<file path="config.mk">
export PLATFORM = sky130hd
export DESIGN_NAME = idgen_code_builder
export DESIGN_NICKNAME = d
export VERILOG_FILES = /design/src/rtl/idgen_pkg.sv /design/src/rtl/idgen_lfsr.sv /design/src/rtl/idgen_vn.sv /design/src/rtl/idgen_packer.sv /design/src/rtl/idgen_code_builder.sv
export SDC_FILE = /design/constraint.sdc
export NUM_CORES = 1
export LEC_CHECK = 0
export ABC_AREA = 1
export BUFFER_PORTS_ARGS = -buffer_cell sky130_fd_sc_hd__buf_2
export CORE_MARGIN = 5
export CORE_UTILIZATION = 53
export CTS_CLUSTER_DIAMETER = 150
export DETAILED_ROUTE_END_ITERATION = 7
export PLACE_DENSITY = 0.76
export SYNTH_ARGS = -nofsm -noshare
export SYNTH_HDL_FRONTEND = slang
export SYNTH_SLANG_ARGS = --single-unit
</file>
<file path="constraint.sdc">
create_clock -name clk -period 1.67 [get_ports clk]
set_input_delay 0.2505 -clock clk [delete_from_list [all_inputs] [get_ports clk]]
set_output_delay 0.2505 -clock clk [all_outputs]
set_load 0.1 [all_outputs]
</file>
<file path="src/rtl/idgen_pkg.sv">
package idgen_pkg;

  localparam int unsigned LFSR_W = 32;
  localparam logic [LFSR_W-1:0] ZERO_SEED_SUB = 32'h9E37_79B9;

  typedef struct packed {
    logic held;
    logic first;
  } pair_t;

  // taps for x^32 + x^22 + x^2 + x + 1 on a right-shifting register
  function automatic logic lfsr_feedback(input logic [LFSR_W-1:0] s);
    return s[0] ^ s[10] ^ s[30] ^ s[31];
  endfunction

  function automatic logic [LFSR_W-1:0] lfsr_advance(input logic [LFSR_W-1:0] s);
    return {lfsr_feedback(s), s[LFSR_W-1:1]};
  endfunction

  function automatic logic [LFSR_W-1:0] seed_fix(input logic [LFSR_W-1:0] s);
    return (s == '0) ? ZERO_SEED_SUB : s;
  endfunction

  // a pair yields a bit only when its two members differ; the yield is the first
  function automatic logic pair_yields(input pair_t p, input logic b);
    return p.held && (p.first != b);
  endfunction

endpackage

</file>
<file path="src/rtl/idgen_lfsr.sv">
module idgen_lfsr
  import idgen_pkg::*;
(
  input  logic              clk,
  input  logic              rst,
  input  logic              clr,
  input  logic              load,
  input  logic [LFSR_W-1:0] seed,
  input  logic              step,
  output logic              out_bit,
  output logic              armed,
  output logic [LFSR_W-1:0] state
);

  always_ff @(posedge clk) begin
    if (rst) begin
      state <= '0;
      armed <= 1'b0;
    end else if (clr) begin
      armed <= 1'b0;
    end else if (load) begin
      state <= seed_fix(seed);
      armed <= 1'b1;
    end else if (step) begin
      state <= lfsr_advance(state);
    end
  end

  assign out_bit = state[0];

endmodule

</file>
<file path="src/rtl/idgen_vn.sv">
module idgen_vn
  import idgen_pkg::*;
(
  input  logic clk,
  input  logic rst,
  input  logic clr,
  input  logic in_valid,
  input  logic in_bit,
  output logic out_valid,
  output logic out_bit
);

  pair_t pair_q;

  always_ff @(posedge clk) begin
    if (rst || clr) begin
      pair_q <= '0;
    end else if (in_valid) begin
      if (pair_q.held) begin
        pair_q.held <= 1'b0;
      end else begin
        pair_q.held  <= 1'b1;
        pair_q.first <= in_bit;
      end
    end
  end

  assign out_valid = in_valid && pair_yields(pair_q, in_bit);
  assign out_bit   = pair_q.first;

endmodule

</file>
<file path="src/rtl/idgen_packer.sv">
module idgen_packer #(
  parameter int unsigned CODE_W = 64,
  localparam int unsigned CNT_W = $clog2(CODE_W + 1)
) (
  input  logic              clk,
  input  logic              rst,
  input  logic              clr,
  input  logic              in_valid,
  input  logic              in_bit,
  output logic [CODE_W-1:0] code,
  output logic              done,
  output logic [CNT_W-1:0]  count
);

  localparam logic [CNT_W-1:0] LAST = CNT_W'(CODE_W - 1);

  always_ff @(posedge clk) begin
    if (rst || clr) begin
      code  <= '0;
      done  <= 1'b0;
      count <= '0;
    end else if (in_valid && !done) begin
      code  <= {code[CODE_W-2:0], in_bit};
      count <= count + 1'b1;
      if (count == LAST) done <= 1'b1;
    end
  end

endmodule

</file>
<file path="src/rtl/idgen_code_builder.sv">
module idgen_code_builder
  import idgen_pkg::*;
#(
  parameter int unsigned CODE_W = 64
) (
  input  logic              clk,
  input  logic              rst,
  input  logic              start,
  input  logic              seed_valid,
  input  logic [31:0]       seed_word,
  input  logic              raw_valid,
  input  logic              raw_bit,
  output logic [CODE_W-1:0] code,
  output logic              done
);

  localparam int unsigned CNT_W = $clog2(CODE_W + 1);

  logic              armed;
  logic              lfsr_bit;
  logic [LFSR_W-1:0] lfsr_state;
  logic              seed_load;
  logic              raw_take;
  logic              mixed_bit;
  logic              acc_valid;
  logic              acc_bit;
  logic [CNT_W-1:0]  acc_count;

  assign seed_load = seed_valid && !armed && !start;
  assign raw_take  = raw_valid && armed && !done && !start;
  assign mixed_bit = raw_bit ^ lfsr_bit;

  idgen_lfsr u_lfsr (
    .clk     (clk),
    .rst     (rst),
    .clr     (start),
    .load    (seed_load),
    .seed    (seed_word),
    .step    (raw_take),
    .out_bit (lfsr_bit),
    .armed   (armed),
    .state   (lfsr_state)
  );

  idgen_vn u_vn (
    .clk       (clk),
    .rst       (rst),
    .clr       (start),
    .in_valid  (raw_take),
    .in_bit    (mixed_bit),
    .out_valid (acc_valid),
    .out_bit   (acc_bit)
  );

  idgen_packer #(.CODE_W(CODE_W)) u_pack (
    .clk      (clk),
    .rst      (rst),
    .clr      (start),
    .in_valid (acc_valid),
    .in_bit   (acc_bit),
    .code     (code),
    .done     (done),
    .count    (acc_count)
  );

endmodule

</file>
* After elaboration in Yosys (flattened, before gate mapping)
Cells that the tools add are included.
** Cells by class
- Add/sub/neg operators :: 1
- Equality and inequality tests :: 2
- Muxes and demuxes :: 4
- Bitwise gates (word level) :: 6
- Reduce and logical (&&, ||, !) cells :: 18
** Operator list (number)
- $mux 32 :: 3
- $logic_not 32->1 :: 1
- $logic_and 1x1->1 :: 8
- $add 7x1->7 const B :: 1
- $eq 7x6->1 const B :: 1
- $reduce_and 2->1 :: 3
- $xor 1x1->1 :: 4
- $logic_not 1->1 :: 3
- $not 1->1 :: 2
- $reduce_bool 2->1 :: 1
- $reduce_or 2->1 :: 1
- $logic_or 1x1->1 :: 1
- $mux 1 :: 1
- $ne 1x1->1 :: 1
** Word-level totals
- Bits in registers :: 107
- Input bits :: 38
- Logic and storage cells :: 38

* Logic depth before layout (Yosys ltp)
Gate-level depths: netlist of the first run.
- Depth in word-level cells :: 6
- Mapped depth :: 11

* Modules after synthesis
Synthesis of the first run repeated with hierarchy kept, for this count alone.
** Unflattened totals
- Cell total of the unflattened synthesis :: 634
- Area, all modules :: 4618.2 um^2
** Modules (own cells, without submodules)
- idgen_packer :: times used 1, cells each 332, area each 2610.0 um^2
- idgen_lfsr :: times used 1, cells each 274, area each 1856.8 um^2
- idgen_vn :: times used 1, cells each 16, area each 106.4 um^2
- idgen_code_builder :: times used 1, cells each 12, area each 45.0 um^2

* Worst setup path before layout of the first run
No wires, ideal clock.
- Path kind :: register to register
- Start :: register u_pack.done
- End :: register u_pack.code[0]
- Setup time :: 0.070 ns
- Arrival :: 1.825 ns
- Data required time :: 1.600 ns
- Setup slack :: -0.225 ns
- Cell stages (with the launch flop) :: 9
- Path buffers :: 2
- Clock period less this slack :: 1.895 ns
- Path through :: dfxtp_1 > nor3_2 > nand2_1 > clkinv_1 > nand3_2 > buf_4 > buf_6 > nand2_1 > a21oi_1
** Between the ends
- Longest elaborated chain between the ends :: 5
** Ends and longest elaborated chain
- start, declared :: RTL line idgen_packer.sv:11 : output logic done,
- start signal, assigned :: RTL line idgen_packer.sv:20 : done <= 1'b0;
- start signal, assigned :: RTL line idgen_packer.sv:25 : if (count == LAST) done <= 1'b1;
- $logic_not 1->1 * :: RTL line idgen_packer.sv:22, idgen_code_builder.sv:30
- $logic_and 1x1->1 (2 in a row) :: RTL line idgen_code_builder.sv:30 : assign raw_take = raw_valid && armed && !done && !start;
- $logic_and 1x1->1 :: RTL line idgen_vn.sv:28 : assign out_valid = in_valid && pair_yields(pair_q, in_bit);
- $logic_and 1x1->1 * :: RTL line idgen_packer.sv:22 : end else if (in_valid && !done) begin
- end signal, assigned :: RTL line idgen_packer.sv:23 : code <= {code[CODE_W-2:0], in_bit};
- end, declared :: RTL line idgen_packer.sv:10 : output logic [CODE_W-1:0] code,
Mark *: on every way between the ends. The rest lies on a longest branch, timed or not.
A chain may end at the register's enable or synchronous reset.

* Worst setup path in the final report of the first run
- Start :: register u_lfsr.armed
- End :: register u_lfsr.state[11]
** Between the ends
- Longest elaborated chain between the ends :: 5
- Elaborated cells between the ends (all ways) :: 9
- Classes of those cells :: mux (1); reduce/logical (8)
** Ends and longest elaborated chain
- start, declared :: RTL line idgen_lfsr.sv:11 : output logic armed,
- start signal, assigned :: RTL line idgen_lfsr.sv:18 : armed <= 1'b0;
- start signal, assigned :: RTL line idgen_lfsr.sv:20 : armed <= 1'b0;
- start signal, assigned :: RTL line idgen_lfsr.sv:23 : armed <= 1'b1;
- $logic_not 1->1 / $logic_and 1x1->1 (equally long branches) :: RTL line idgen_code_builder.sv:29, idgen_code_builder.sv:30
- $logic_and 1x1->1 (on tied branches) (2 in a row) :: RTL line idgen_code_builder.sv:29, idgen_code_builder.sv:30
- $reduce_bool 2->1 (no source line)
- $reduce_and 2->1 (no source line)
- end signal, assigned :: RTL line idgen_lfsr.sv:22 : state <= seed_fix(seed);
- end signal, assigned :: RTL line idgen_lfsr.sv:25 : state <= lfsr_advance(state);
- end, declared :: RTL line idgen_lfsr.sv:12 : output logic [LFSR_W-1:0] state
Several ways; a longest one is shown, not always the timed one.

==> impl_metrics.tcl, run 1 <==
set metrics [dict create \
    worst-setup-path-type "flop to flop" \
    cp.required_ns 1.92 \
    cts_buffer_depth 2 \
    remaining_drc_errors 0 \
    cts_buffers 9 \
    seq_area_frac_synth 0.482 \
    via_per_inst 5.08 \
    first_pass_iters 4 \
    fill_cells 762 \
    finalSetupViolations 0 \
    diodes 0 \
    die_height_um 102 \
    gp_congestion 0.807 \
    fin_hold_ws_ns 0.136 \
    dieArea_um2 10300 \
    max_freq_ghz 0.631 \
    hold_viol 0 \
    dr_wl_met2_um 4940 \
    fin_cells 838 \
    rows 33 \
    synthSimpleGateAreaFrac 0.280 \
    p_leak_nw 2.24 \
    final_core_util 0.651 \
    grt_max_degree 65 \
    finalCritPeriodShare 0.949 \
    dp_slack_ns 0.0352 \
    ys_ff_latch 107 \
    via_count 4257 \
    grt_pass1_vias 3843 \
    vdd_drop_max_mv 0.646 \
    arrival_ns 1.84 \
    grt_overflow_total 0 \
    syn_nets 675 \
    rsz0062_at_grt "true" \
    synthCells 636 \
    finalCriticalPeriod_ns 1.58 \
    wl_um 10400 \
    met1_length_um 4740 \
    maxCapViolCount 0 \
    slew_viol_final 0 \
    dr_wl_met3_um 639 \
    grt_pass1_wl_um 17100 \
    drive_above_1_share 0.209 \
    cp-start-kind "flop" \
    synthMuxAreaShare 0 \
    dp_cells 818 \
    synth_area_leader_cell "dfxtp_1" \
    dp_hpwl_um 7290 \
    synth_xor_area_frac 0.00789 \
    worstMarginPinSlew_ns 0.507 \
    synth_top_area_share 0.482 \
    cts_hold_buf 0 \
    avgSynthCellArea_um2 6.98 \
    root_buffer "clkbuf_8" \
    fin_skew_ns 0.0104 \
    tritoncts "yes" \
    drt_iter0_drc 186 \
    power_mw 4.50 \
    cts_max_level 3 \
    clkTransAtPathRegs_ns 0.10 \
    worstSetupEndpointType "flop" \
    rr_worst_depth 6 \
    fin_nets 768 \
    synthAdderAreaFrac 0.00282 \
    outcome "complete, no violations" \
    cellPowerDensity_nw_per_um2 846 \
    tns_ns 0 \
    holdPathStages 3 \
    relSlewSlack 0.664 \
    synth-compound-area-share 0.167 \
    start_util 0.543 \
    ys_top_cells_by_area "dfxtp_1 48%, nor2_1 15%, nand2_1 12%, o21ai_1 5.9%, o21ai_0 5.5%" \
    pin_count 103 \
    post_drt_wl_per_cell_um 12.5 \
    min_path_type "primary input to flop" \
    synth.distinct_cells 25 \
    portBuffers 102 \
    path_max_fanout 20 \
    stdcell_area_um2 5320 \
    yosysWarnings 0 \
    placed_area_um2 5060 \
    insertion_delay_ns 0.37 \
    cts.sinks 107 \
    ant_nets 0 \
    synth_top_family_by_area "simple AND/OR/NAND/NOR gates" \
    die_w_um 102 \
    grt.total_usage 0.204 \
    antenna_found_initial 0 \
    top_layer_used "met4" \
    area_growth_pct 19.8 \
    syn-cell-area_um2 4440 \
    design.core.area_um2 8180 \
    setup_ws_ns 0.0851 \
]
==> kinds of logic (layout without fill, tap and decap cells) <==
| logic type | after synthesis | count (layout) |
|---|---|---|
| simple gates | 324 | 324 |
| compound gates | 144 | 144 |
| flops | 107 | 107 |
| buf+inv | 56 | 153 |
| xor+xnor | 4 | 4 |
| fa+ha+maj | 1 | 1 |
==> worst max-delay path, cell delays in order (launching register included) <==
cell	delay [ns]
dfxtp_2	0.35
nor3_2	0.23
inv_2	0.16
nand2_1	0.15
clkinvlp_4	0.33
nand2_1	0.16
a21oi_1	0.08
==> per-layer routing <==
metal,track usage,up-vias
met2,0.339,97
met1,0.262,1930
li1,-,2221
met5,0,-
met3,0.0503,9
met4,0.0624,0
==> timing repair <==
item                       in CTS  in global routing
setup endpoints to repair       0                 63
gates resized for setup         0                  8
setup buffers                   0                  4
hold endpoints to repair        0                  0
==> cells in the mapped netlist, drive strengths merged <==
cell and n:
xnor2 3, nor2 178, a31oi 12, o21bai 1, nand2 137, dfxtp 107
clkbuf 24, nand4 1, clkinv 1, buf 17, inv 14, a21oi 29
nand3 3, nor3 4, o21ai 101, ha 1, or2 1, xor2 1
a21boi 1
==> sequential cells by signal, summed over array words and instances (netlist names) <==
signal        cells
u_pack.done       1
u_vn.pair_q       1
u_vn.out_bit      1
u_lfsr.state     32
u_pack.count      7
u_pack.code      64
u_lfsr.armed      1
==> cell type report <==
class                           instances  area, µm²  share of cell area
Clock buffer                            9        124              0.0233
Clock inverter                          6       55.1              0.0103
Inverter                               15       60.1              0.0113
Multi-Input combinational cell        473       2060               0.388
Sequential cell                       107       2150               0.403
Tap cell                              105        131              0.0247
Timing Repair Buffer                  123        739               0.139
==> cell usage in the layout (no fill, tap or decap), types with 2 or more instances in the layout <==
master and count:
nor2_1 175, nand2_1 136, dfxtp_1 104, buf_2 102
o21ai_1 51, o21ai_0 49, a21oi_1 29, buf_4 15
a31oi_1 12, inv_1 11, clkbuf_8 9, buf_12 4
xnor2_1 3, inv_6 3, dfxtp_2 3, nor3_2 2
inv_2 2, nor2_4 2, nor3_1 2, nand3_1 2
clkinv_4 2
==> power breakdown <==
part / internal, mW / leakage (nW) / total (mW) / switching, mW
Sequential: 2.61 / 0.869 / 2.64 / 0.0330
Combinational: 0.147 / 1.28 / 0.364 / 0.218
Clock: 0.567 / 0.0926 / 1.49 / 0.928
==> worst paths after layout <==
kind | slack (ns) | to | start
worst max register to register | 0.09 | u_lfsr.state[11]$_SDFFE_PP0P_ | u_lfsr.armed$_SDFFE_PP0N_
worst min-delay path | 0.14 | u_lfsr.armed$_SDFFE_PP0N_ | seed_valid
worst min register to register | 0.47 | u_lfsr.state[28]$_SDFFE_PP0P_ | u_lfsr.state[28]$_SDFFE_PP0P_
worst max-delay path | 0.09 | u_lfsr.state[11]$_SDFFE_PP0P_ | u_lfsr.armed$_SDFFE_PP0N_
Note: power is estimated with default switching activity, not from simulation.
==> inputs of run 2 (changes only) <==
- clock period: 1.67 -> 1.7 ns (I/O delays scaled with it)
==> impl_metrics.tcl, run 2 (synthesized netlist as in run 1, its figures left out) <==
set metrics [dict create \
    fin_cells 841 \
    top_register "u_pack.code" \
    reg_top3 "u_pack.code (64), u_lfsr.state (32), u_pack.count (7)" \
    wl_um 10700 \
    path_max_fanout 20 \
    via_count 4271 \
    dp_hpwl_um 7240 \
    switching_share 0.260 \
    cts_buffers 9 \
    worstSetupEndpointType "flop" \
    area_growth_pct 20.4 \
    switchingPower_mw 1.15 \
    start_util 0.543 \
    rr_worst_depth 9 \
    min_path_type "primary input to flop" \
    ant_nets 0 \
    remaining_drc_errors 0 \
    root_buffer "clkbuf_8" \
    outcome "complete, no violations" \
    vdd_drop_max_mv 0.531 \
    cts_hold_buf 0 \
    cts.sinks 107 \
    clkTransAtPathRegs_ns 0.10 \
    grt.total_usage 0.204 \
    met1_length_um 4730 \
    largest_reg_flops 64 \
    worstMarginPinSlew_ns 0.512 \
    fin_hold_ws_ns 0.157 \
    hold_viol 0 \
    grt_pass1_vias 3849 \
    cts_max_level 3 \
    clockPowerShare 0.332 \
    grt_pass1_wl_um 17200 \
    dp_cells 818 \
    cp-start-kind "flop" \
    gp_congestion 0.806 \
    diodes 0 \
    drive_above_1_share 0.211 \
    fin_nets 770 \
    p_leak_nw 2.25 \
    via_per_inst 5.08 \
    drt_iter0_drc 141 \
    power.internal_mw 3.27 \
    relSlewSlack 0.661 \
    power_frac_seq 0.587 \
    grt_overflow_total 0 \
    finalCriticalPeriod_ns 1.60 \
    slew_viol_final 0 \
    dr_wl_met2_um 5180 \
    maxCapViolCount 0 \
    fin_skew_ns 0.0131 \
    max_freq_ghz 0.624 \
    fill_cells 761 \
    layout_commonest_cell "nor2_1" \
    cts_buffer_depth 2 \
    antenna_found_initial 0 \
    top_layer_used "met4" \
    insertion_delay_ns 0.38 \
    post_drt_wl_per_cell_um 12.7 \
    holdPathStages 3 \
    dieArea_um2 10300 \
    finalSetupViolations 0 \
    design.core.area_um2 8180 \
    layout_common_cells "175 x nor2_1, 136 x nand2_1, 104 x dfxtp_1" \
    grt_max_degree 65 \
    first_pass_iters 4 \
    die_w_um 102 \
    rows 33 \
    power_frac_comb 0.081 \
    pin_count 103 \
    arrival_ns 1.91 \
    tritoncts "yes" \
    die_height_um 102 \
    finalCritPeriodShare 0.942 \
    dr_wl_met3_um 607 \
    portBuffers 102 \
    cellPowerDensity_nw_per_um2 826 \
    cp.required_ns 2.00 \
    worst-setup-path-type "flop to flop" \
]
[run 2: cell count changes in the layout (fill, tap and decap cells not counted), sizes merged]
cell,change
clkinvlp,+1
clkbuf,+3
clkinv,-1
[run 2: final timing paths]
check,startpoint,slack (ns),end
worst max-delay path,u_lfsr.state[0]$_SDFFE_PP0P_,0.1,u_pack.code[33]$_SDFFE_PP0P_
worst min-delay path,seed_word[23],0.16,u_lfsr.state[23]$_SDFFE_PP0P_
worst max register to register,u_lfsr.state[0]$_SDFFE_PP0P_,0.1,u_pack.code[33]$_SDFFE_PP0P_
worst min register to register,u_lfsr.state[12]$_SDFFE_PP0P_,0.47,u_lfsr.state[12]$_SDFFE_PP0P_
[run 2: power groups by stage]
stage	Combinational, mW	Clock (mW)	Sequential [mW]
5_1_grt	0.412	1.62	2.60
2_1_floorplan	0.234	0	2.64
6_report	0.360	1.47	2.59
4_1_cts	0.354	1.50	2.59
3_5_place_dp	0.353	0	2.65
3_3_place_gp	0.343	0	2.65
[run 2: metrics by stage]
stage	instance area, µm²	power (mW)	util	setup WS, ns	TNS, ns
global route	5350	4.63	0.654	-0.0195	-0.0422
finish	5350	4.42	0.654	0.0979	0
CTS	5240	4.45	0.641	0.0788	0
global placement	5060	2.99	0.619	0.144	0
floorplan	4440	2.88	-	0.145	0
detailed placement	5060	3.00	0.619	0.0821	0
[run 2: routing by layer]
| metal | up-vias | GRT usage |
|---|---|---|
| met1 | 1940 | 0.263 |
| met2 | 87 | 0.335 |
| met4 | 0 | 0.0695 |
| li1 | 2231 | - |
| met5 | - | 0 |
| met3 | 13 | 0.0517 |
[run 2: critical path, cell delays in order, from the launching register on]
cell and delay (ns):
dfxtp_2 0.36, nor2_2 0.16, nor2_1 0.09, nand2_1 0.12
nand2_1 0.11, nor2_4 0.21, buf_4 0.16, buf_12 0.14
nor2_1 0.05, nor2_1 0.12
[run 2: timing repair]
item | CTS | global route
resized for setup | 0 | 7
setup endpoints to repair | 0 | 65
buffers inserted | 0 | 5
[run 2: layout make-up]
class / count / area [µm²] / area share
Clock buffer: 10 / 128 / 0.0239
Inverter: 15 / 60.1 / 0.0112
Multi-Input combinational cell: 473 / 2060 / 0.386
Clock inverter: 6 / 53.8 / 0.0101
Timing Repair Buffer: 125 / 766 / 0.143
Tap cell: 105 / 131 / 0.0246
Sequential cell: 107 / 2150 / 0.401
==> inputs of run 3 (changes only) <==
- CELL_PAD_IN_SITES_DETAIL_PLACEMENT: unset -> 1
- CELL_PAD_IN_SITES_GLOBAL_PLACEMENT: unset -> 1
- CORE_UTILIZATION: 53 -> 38
- PLACE_DENSITY: 0.76 -> 0.77
==> impl_metrics.tcl, run 3 (synthesized netlist as in run 1, its figures left out) <==
set metrics [dict create \
    vdd_drop_max_mv 0.733 \
    layout_common_cells "176 x nor2_1, 136 x nand2_1, 106 x dfxtp_1" \
    ant_nets 0 \
    root_buffer "clkbuf_16" \
    layout_commonest_cell "nor2_1" \
    relSlewSlack 0.658 \
    finalCriticalPeriod_ns 1.58 \
    wl_um 12400 \
    clkTransAtPathRegs_ns 0.07 \
    cts_buffers 9 \
    fin_cells 874 \
    cp.required_ns 1.93 \
    via_count 4287 \
    grt_overflow_total 0 \
    switchingPower_mw 1.24 \
    arrival_ns 1.81 \
    path_max_fanout 20 \
    rsz0062_at_grt "true" \
    power.internal_mw 3.88 \
    portBuffers 102 \
    multi_input_area_um2 2050 \
    insertion_delay_ns 0.34 \
    post_drt_wl_per_cell_um 14.2 \
    finalCritPeriodShare 0.932 \
    placed_area_um2 5130 \
    regArea_um2 2140 \
    pin_count 103 \
    dp_cells 857 \
    slew_viol_final 0 \
    die_w_um 118 \
    worstMarginPinSlew_ns 0.517 \
    min_path_type "primary input to flop" \
    switching_share 0.242 \
    fin_skew_ns 0.00532 \
    die_height_um 118 \
    grt.total_usage 0.177 \
    via_per_inst 4.91 \
    rows 39 \
    largest_reg_flops 64 \
    setup_ws_ns 0.116 \
    fill_cells 1501 \
    finalSetupViolations 0 \
    dp_slack_ns 0.0705 \
    cts_buffer_depth 2 \
    power_frac_comb 0.073 \
    remaining_drc_errors 0 \
    hold_viol 0 \
    worst-setup-path-type "flop to flop" \
    grt_pass1_vias 4450 \
    fin_nets 765 \
    gp_congestion 0.764 \
    top_register "u_pack.code" \
    p_leak_nw 2.28 \
    fin_hold_ws_ns 0.192 \
    grt_pass1_wl_um 21100 \
    power_frac_seq 0.507 \
    cellPowerDensity_nw_per_um2 940 \
    max_freq_ghz 0.631 \
    cts.sinks 107 \
    worstSetupEndpointType "flop" \
    stdcell_area_um2 5450 \
    antenna_found_initial 0 \
    cts_max_level 3 \
    power_mw 5.12 \
    dp_hpwl_um 8980 \
    tritoncts "yes" \
    maxCapViolCount 0 \
    cp-start-kind "flop" \
    reg_top3 "u_pack.code (64), u_lfsr.state (32), u_pack.count (7)" \
    outcome "complete, no violations" \
    area_growth_pct 22.6 \
    grt_max_degree 57 \
    diodes 0 \
    clockPowerShare 0.421 \
    drive_above_1_share 0.201 \
    drt_iter0_drc 164 \
    dieArea_um2 14000 \
    first_pass_iters 5 \
    design.core.area_um2 11400 \
    start_util 0.389 \
]
## run 3: what timing repair did
| action | in CTS | in global routing |
|---|---|---|
| setup buffers | 0 | 1 |
| gates resized for setup | 0 | 3 |
| endpoints found under the setup margin | 0 | 3 |
| hold buffers | 0 | 0 |
## run 3: path summary, 6_finish.rpt
check / startpoint / endpoint / slack (ns) / depth (start not counted)
hold reg to reg: u_lfsr.state[18]$_SDFFE_PP0P_ / u_lfsr.state[18]$_SDFFE_PP0P_ / 0.47 / 2
setup reg to reg: u_lfsr.armed$_SDFFE_PP0N_ / u_lfsr.state[28]$_SDFFE_PP0P_ / 0.12 / 6
setup / recovery: u_lfsr.armed$_SDFFE_PP0N_ / u_lfsr.state[28]$_SDFFE_PP0P_ / 0.12 / 6
hold / removal: seed_word[23] / u_lfsr.state[23]$_SDFFE_PP0P_ / 0.19 / 3
## run 3: power groups by stage
stage	Combinational [mW]	Sequential [mW]	Clock [mW]
2_1_floorplan	0.234	2.64	0
3_3_place_gp	0.356	2.65	0
3_5_place_dp	0.374	2.65	0
4_1_cts	0.376	2.59	2.23
5_1_grt	0.426	2.60	2.34
6_report	0.372	2.59	2.15
## run 3: per-stage QoR
stage               TNS [ns]  utilization
floorplan                  0            -
global placement           0        0.449
detailed placement         0        0.449
CTS                        0        0.476
global route         -0.0110        0.477
finish                     0        0.477
## run 3: cell type report
type,instances,area share
sequential,107,0.393
timing repair buffer,120,0.130
multi-input combinational,473,0.376
inverter,15,0.0110
clock inverter,7,0.0149
clock buffer,9,0.0413
tap,143,0.0328
## run 3: metal layers
layer	up-vias	track usage	routed length (µm)
li1	2220	-	-
met1	1997	0.207	5450
met2	56	0.321	6340
met3	14	0.0471	523
met4	0	0.0401	136
met5	-	0	0
## run 3: critical path, cell delays in order (launching register included)
cell	delay, ns
dfxtp_1	0.35
nor3_2	0.25
inv_2	0.08
nand2_1	0.13
clkinvlp_4	0.37
nand2_1	0.20
a21oi_1	0.08
